[src/rtl/hb_pkg.sv]
package hb_pkg;

    localparam int HB_DW = 8;
    localparam int HB_AW = HB_DW - 1;
    localparam int HB_NW = HB_DW / 2;

    typedef enum logic [1:0] {
        ACC_IR_WR   = 2'b00,
        ACC_STAT_RD = 2'b01,
        ACC_DR_WR   = 2'b10,
        ACC_DR_RD   = 2'b11
    } acc_e;

    typedef struct packed {
        acc_e              kind;
        logic [HB_DW-1:0]  data;
    } xfer_t;

    // Width-setting command: bits 7..5 = 001, width bit at 4
    function automatic logic is_width_cmd(input logic [HB_DW-1:0] b);
        return b[HB_DW-1:HB_DW-3] == 3'b001;
    endfunction

    function automatic logic [HB_DW-1:0] half_view(input logic [HB_DW-1:0] v,
                                                   input logic lower);
        return lower ? {v[HB_NW-1:0], {HB_NW{1'b0}}}
                     : {v[HB_DW-1:HB_NW], {HB_NW{1'b0}}};
    endfunction

endpackage

[src/rtl/hb_edge_sync.sv]
module hb_edge_sync #(
    parameter int STAGES = 2
) (
    input  logic clk,
    input  logic rst,
    input  logic e_async,
    output logic e_level,
    output logic e_fall
);
    logic [STAGES:0] chain;

    always_ff @(posedge clk) begin
        if (rst) chain[0] <= 1'b0;
        else     chain[0] <= e_async;
    end

    for (genvar g = 1; g <= STAGES; g++) begin : g_stage
        always_ff @(posedge clk) begin
            if (rst) chain[g] <= 1'b0;
            else     chain[g] <= chain[g-1];
        end
    end

    assign e_level = chain[STAGES-1];
    assign e_fall  = chain[STAGES] & ~chain[STAGES-1];

    // an edge is seen in one cycle only
    p_fall_single_r4: assert property (@(posedge clk) disable iff (rst)
        e_fall |=> !e_fall);

endmodule

[src/rtl/hb_nibble_pack.sv]
module hb_nibble_pack
    import hb_pkg::*;
(
    input  logic              clk,
    input  logic              rst,
    input  logic              fall,
    input  logic              rs,
    input  logic              rw,
    input  logic [HB_DW-1:0]  db,
    input  logic              wide,
    output logic              done,
    output xfer_t             xfer,
    output logic              phase
);
    logic [HB_NW-1:0] upper_q;

    always_ff @(posedge clk) begin
        if (rst) begin
            phase   <= 1'b0;
            upper_q <= '0;
            done    <= 1'b0;
            xfer    <= '0;
        end else begin
            done <= 1'b0;
            if (fall) begin
                xfer.kind <= acc_e'({rs, rw});
                if (wide) begin
                    done      <= 1'b1;
                    xfer.data <= db;
                    phase     <= 1'b0;
                end else if (!phase) begin
                    upper_q <= db[HB_DW-1:HB_NW];
                    phase   <= 1'b1;
                end else begin
                    done      <= 1'b1;
                    xfer.data <= {upper_q, db[HB_DW-1:HB_NW]};
                    phase     <= 1'b0;
                end
            end else if (wide) begin
                phase <= 1'b0;
            end
        end
    end

    // the first half of a four-bit pair completes nothing
    p_first_half_quiet_r6: assert property (@(posedge clk) disable iff (rst)
        (fall && !wide && !phase) |=> !done);

endmodule

[src/rtl/hb_host_port.sv]
module hb_host_port
    import hb_pkg::*;
#(
    parameter int SYNC_STAGES = 2
) (
    input  logic              clk,
    input  logic              rst,
    input  logic              e_in,
    input  logic              rs_in,
    input  logic              rw_in,
    input  logic [HB_DW-1:0]  db_in,
    output logic [HB_DW-1:0]  db_out,
    output logic              db_oe,
    input  logic              busy_in,
    input  logic [HB_AW-1:0]  ac_in,
    input  logic              ram_load,
    input  logic [HB_DW-1:0]  ram_byte,
    output logic              cmd_stb,
    output logic [HB_DW-1:0]  cmd_byte,
    output logic              wr_stb,
    output logic [HB_DW-1:0]  wr_byte,
    output logic              rd_adv
);
    logic        e_level, e_fall;
    logic        done, phase;
    xfer_t       xfer;
    logic        wide_q;
    logic [HB_DW-1:0] dr_q;
    logic        wr_stb_q, rd_adv_q;
    logic [HB_DW-1:0] rd_val;

    hb_edge_sync #(.STAGES(SYNC_STAGES)) u_sync (
        .clk     (clk),
        .rst     (rst),
        .e_async (e_in),
        .e_level (e_level),
        .e_fall  (e_fall)
    );

    hb_nibble_pack u_pack (
        .clk   (clk),
        .rst   (rst),
        .fall  (e_fall),
        .rs    (rs_in),
        .rw    (rw_in),
        .db    (db_in),
        .wide  (wide_q),
        .done  (done),
        .xfer  (xfer),
        .phase (phase)
    );

    always_ff @(posedge clk) begin
        if (rst) begin
            wide_q   <= 1'b1;
            dr_q     <= '0;
            wr_stb_q <= 1'b0;
            rd_adv_q <= 1'b0;
        end else begin
            wr_stb_q <= done && (xfer.kind == ACC_DR_WR);
            rd_adv_q <= done && (xfer.kind == ACC_DR_RD);
            if (done && xfer.kind == ACC_IR_WR && is_width_cmd(xfer.data))
                wide_q <= xfer.data[HB_DW-4];
            if (done && xfer.kind == ACC_DR_WR)
                dr_q <= xfer.data;
            else if (ram_load)
                dr_q <= ram_byte;
        end
    end

    assign rd_val   = rs_in ? dr_q : {busy_in, ac_in};
    assign db_out   = wide_q ? rd_val : half_view(rd_val, phase);
    assign db_oe    = e_level & rw_in;
    assign cmd_stb  = done && (xfer.kind == ACC_IR_WR);
    assign cmd_byte = xfer.data;
    assign wr_stb   = wr_stb_q;
    assign wr_byte  = dr_q;
    assign rd_adv   = rd_adv_q;

    // at most one kind of action per cycle
    p_one_action_r1: assert property (@(posedge clk) disable iff (rst)
        $onehot0({cmd_stb, wr_stb, rd_adv}));

    // a completed host write lands in the data register
    p_write_lands_r3: assert property (@(posedge clk) disable iff (rst)
        (done && xfer.kind == ACC_DR_WR) |=> (dr_q == $past(xfer.data)));

    // eight-bit width right after reset
    p_default_wide_r5: assert property (@(posedge clk) disable iff (rst)
        $past(rst) |-> wide_q);

endmodule

[config.mk]
export PLATFORM = sky130hd
export DESIGN_NAME = hb_host_port
export DESIGN_NICKNAME = d
export VERILOG_FILES = /design/src/rtl/hb_pkg.sv /design/src/rtl/hb_edge_sync.sv /design/src/rtl/hb_nibble_pack.sv /design/src/rtl/hb_host_port.sv
export SDC_FILE = /design/constraint.sdc
export NUM_CORES = 1
export LEC_CHECK = 0
export ABC_AREA = 1
export BUFFER_PORTS_ARGS = -buffer_cell sky130_fd_sc_hd__clkbuf_2
export CAP_MARGIN = 25
export CORE_MARGIN = 5
export CORE_UTILIZATION = 44
export DETAILED_ROUTE_END_ITERATION = 10
export PLACE_DENSITY = 0.8
export SKIP_CTS_REPAIR_TIMING = 1
export SLEW_MARGIN = 20
export SYNTH_ARGS = -nofsm -noshare
export SYNTH_HDL_FRONTEND = slang
export SYNTH_HIERARCHICAL = 1
export SYNTH_SLANG_ARGS = --single-unit
export TNS_END_PERCENT = 1
[constraint.sdc]
create_clock -name clk -period 1.1 [get_ports clk]
set_clock_uncertainty 0.1 [all_clocks]
set_input_delay 0.055 -clock clk [delete_from_list [all_inputs] [get_ports clk]]
set_output_delay 0.055 -clock clk [all_outputs]
set_load 0.02 [all_outputs]
==> results.md <==
- Status: finished, violations left
- Failing checks: hold timing, setup timing
- Final nets: 352
- Final instance area: 2330 sq um
- CTS max path bufs: 2
- Io pins: a little under 60
- Hold crit path type: input port to flop
- Worst IR Drop VDD: 591 uV
- Sequential share of the synthesized area: 0.382
- P per Cell Area: 963 nW/um^2
- Most frequent cells in the layout: nand2_1, clkbuf_2, nand3_1, inv_1, dfxtp_1
- DP Area: 1990 sq um
- CP cell instances: inv_2 -> nand2_4 -> o21ai_0 -> o22ai_2 -> buf_6
- Avg WL per Cell: 11.8 um
- Vias in the first global route: 1624
- Worst-margin pin slew: 0.259 ns
- Die X-Extent: around 70 um
- H-tree depth: 2
- Minimum clock period: 1.41 ns
- Unrepaired setup endpoints after global routing: yes
- # placed instances: between 300 and 400
- Worst-Skew Late Latency: 0.33 ns
- Net Count, Synth: 260
- Initial antenna violation count: 0
- Fmax: just over 700 MHz
- Synth area leader: dfxtp_1
- Flops & latches, synth: 30
- Total GRT Usage: 0.168
- Starting Density: 0.464
- Vias: 1742
- TNS Setup: -2.28 ns
- Root Buffer: clkbuf_4
- Core box area: 3390 sq um
- Worst-path clk slew: approximately 0.080 ns
- Post-DP HPWL: 3120 um
- P&R area growth vs syn: 47.9%
- Clk sink count: 30
- Distinct cells, synth: 27
- CTS buffer count: 5
- Gate count after technology mapping: 230
- Post-synth top area share: 0.382
- Critical path's largest stage delay: 0.34 ns
- Max-cap viol count: 0
- Most common cell after layout, fill and taps aside: nand2_1
- Layout cells sized above 1: 0.368
- Setup crit start kind: flop
- Critical path data arrival time: 1.26 ns
- Fin cells: 367
- Die area: approximately 5000 sq um
- Max Fanout on Critical Path: 6
- Antenna Cells: 0
- Drt pass-1 iters: 4
- Total power: 0.00224 W
- Leakage power: approximately 1.2 nW
- Row count: 21
- Global-route wire length before repair: 6730 um
- Fin worst setup slack: -0.312 ns
- Initial DRC count: 73
- Gr ovfl total: 0
- Slew headroom: 0.826
- Mapped Area: between 1500 and 2000 sq um
- Fin. Hold Viols: 1
- Vias/cell: 4.75
- PortBufs: 57
- Avg Cell Area, Syn: 6.84 sq um
- Synth Warn #: 6
- Required time worst endpoint: 0.94 ns
- CP max stage cell: dfxtp_2
- Final WL: 4340 um
- Pin count of the biggest net entering global routing: 18
- Fin. max-slew vios: 0
- CTS tree: built
- Kind of critical path: flop to output pin
- Synth top area cells: dfxtp_1, nand2_1, nand3_1
- Drt drc: 0
- GPL Wtd Cong: 0.855
- Critical Path End Type: output pin
- Final ANT Viol Nets: 0
- Final setup fails: 21
- Die Ht: 69.8 um
- Final Cycle Share: 1.28
- Worst hold slack: -0.0364 ns
## cells in the mapped netlist
master and n:
clkbuf_8 2, nand2_1 69, o21ai_1 4, a21oi_2 1, dfxtp_1 30, o21ai_2 1, inv_1 23, buf_6 2
inv_2 1, nand3b_1 1, nand2_2 2, clkinv_2 1, nand2_4 1, nand3_4 1, buf_8 1, nand3_1 23
o22ai_1 3, or2_1 4, nor2_2 1, inv_4 1, buf_4 2, nand4_1 8, nor2_1 22, nor2_4 3
buf_2 2, a21oi_1 12, o21ai_0 9
## flip-flops by register name, indices dropped and copies added, names as in the netlist
register and cells:
rd_adv 1, u_pack/done 1, u_pack/phase 1, u_pack/upper_q 4, u_pack/xfer 10, u_sync/chain 2
u_sync/e_level 1, wide_q 1, wr_byte 8, wr_stb 1
## critical path, delay by kind of cell, from the launching register on
family,cells,cell delay (ns)
compound gates,2,0.30
buf+inv,2,0.19
flops,1,0.34
simple gates,1,0.09
## area by class of cell
class,count,area (sq um)
Sequential cell,30,617
Timing Repair Buffer,94,672
Tap cell,46,57.6
Fill cell,295,1060
Clock buffer,6,51.3
Multi-Input combinational cell,165,830
Inverter,26,101
## layer usage
metal / share of wire / global-route usage / up-vias
met5: 0 / 0 / -
met4: 0.016 / 0.0872 / 0
met3: 0.077 / 0.0536 / 9
met2: 0.49 / 0.284 / 56
met1: 0.42 / 0.185 / 757
li1: - / - / 920
## final timing paths
path / startpoint / endpoint / slack (ns) / depth (start not counted)
min: ram_byte[4] / wr_byte[4]$_SDFFE_PP0P_ / -0.04 / 5
max: wide_q$_SDFFE_PP1P_ / db_out[5] / -0.31 / 5
min reg2reg: u_sync/chain[0]$_SDFF_PP0_ / u_sync/e_level$_SDFF_PP0_ / 0.30 / 2
max reg2reg: wide_q$_SDFFE_PP1P_ / u_pack/xfer[0]$_SDFFE_PP0P_ / -0.06 / 5
## power by group
part           switching [W]  internal (W)  leakage (nW)  total [W]
logic               0.000241      0.000221         0.904   0.000462
clock network       0.000350      0.000287        0.0302   0.000638
registers          0.0000271       0.00112         0.249    0.00114
total               0.000618       0.00162          1.18    0.00224
## cell families (layout without fill, tap and decap cells)
logic type / Yosys count / count (layout) / synth area share
simple gates: 135 / 135 / 0.394
flops: 30 / 30 / 0.382
buf+inv: 35 / 126 / 0.122
compound gates: 30 / 30 / 0.103
## through the flow
stage,util,setup slack (ns)
floorplan,-,-0.0375
CTS,0.601,-0.437
finish,0.687,-0.312
global placement,0.586,-0.0425
global route,0.687,-0.372
detailed placement,0.586,-0.0549
Note: power is estimated with default switching activity, not from simulation.
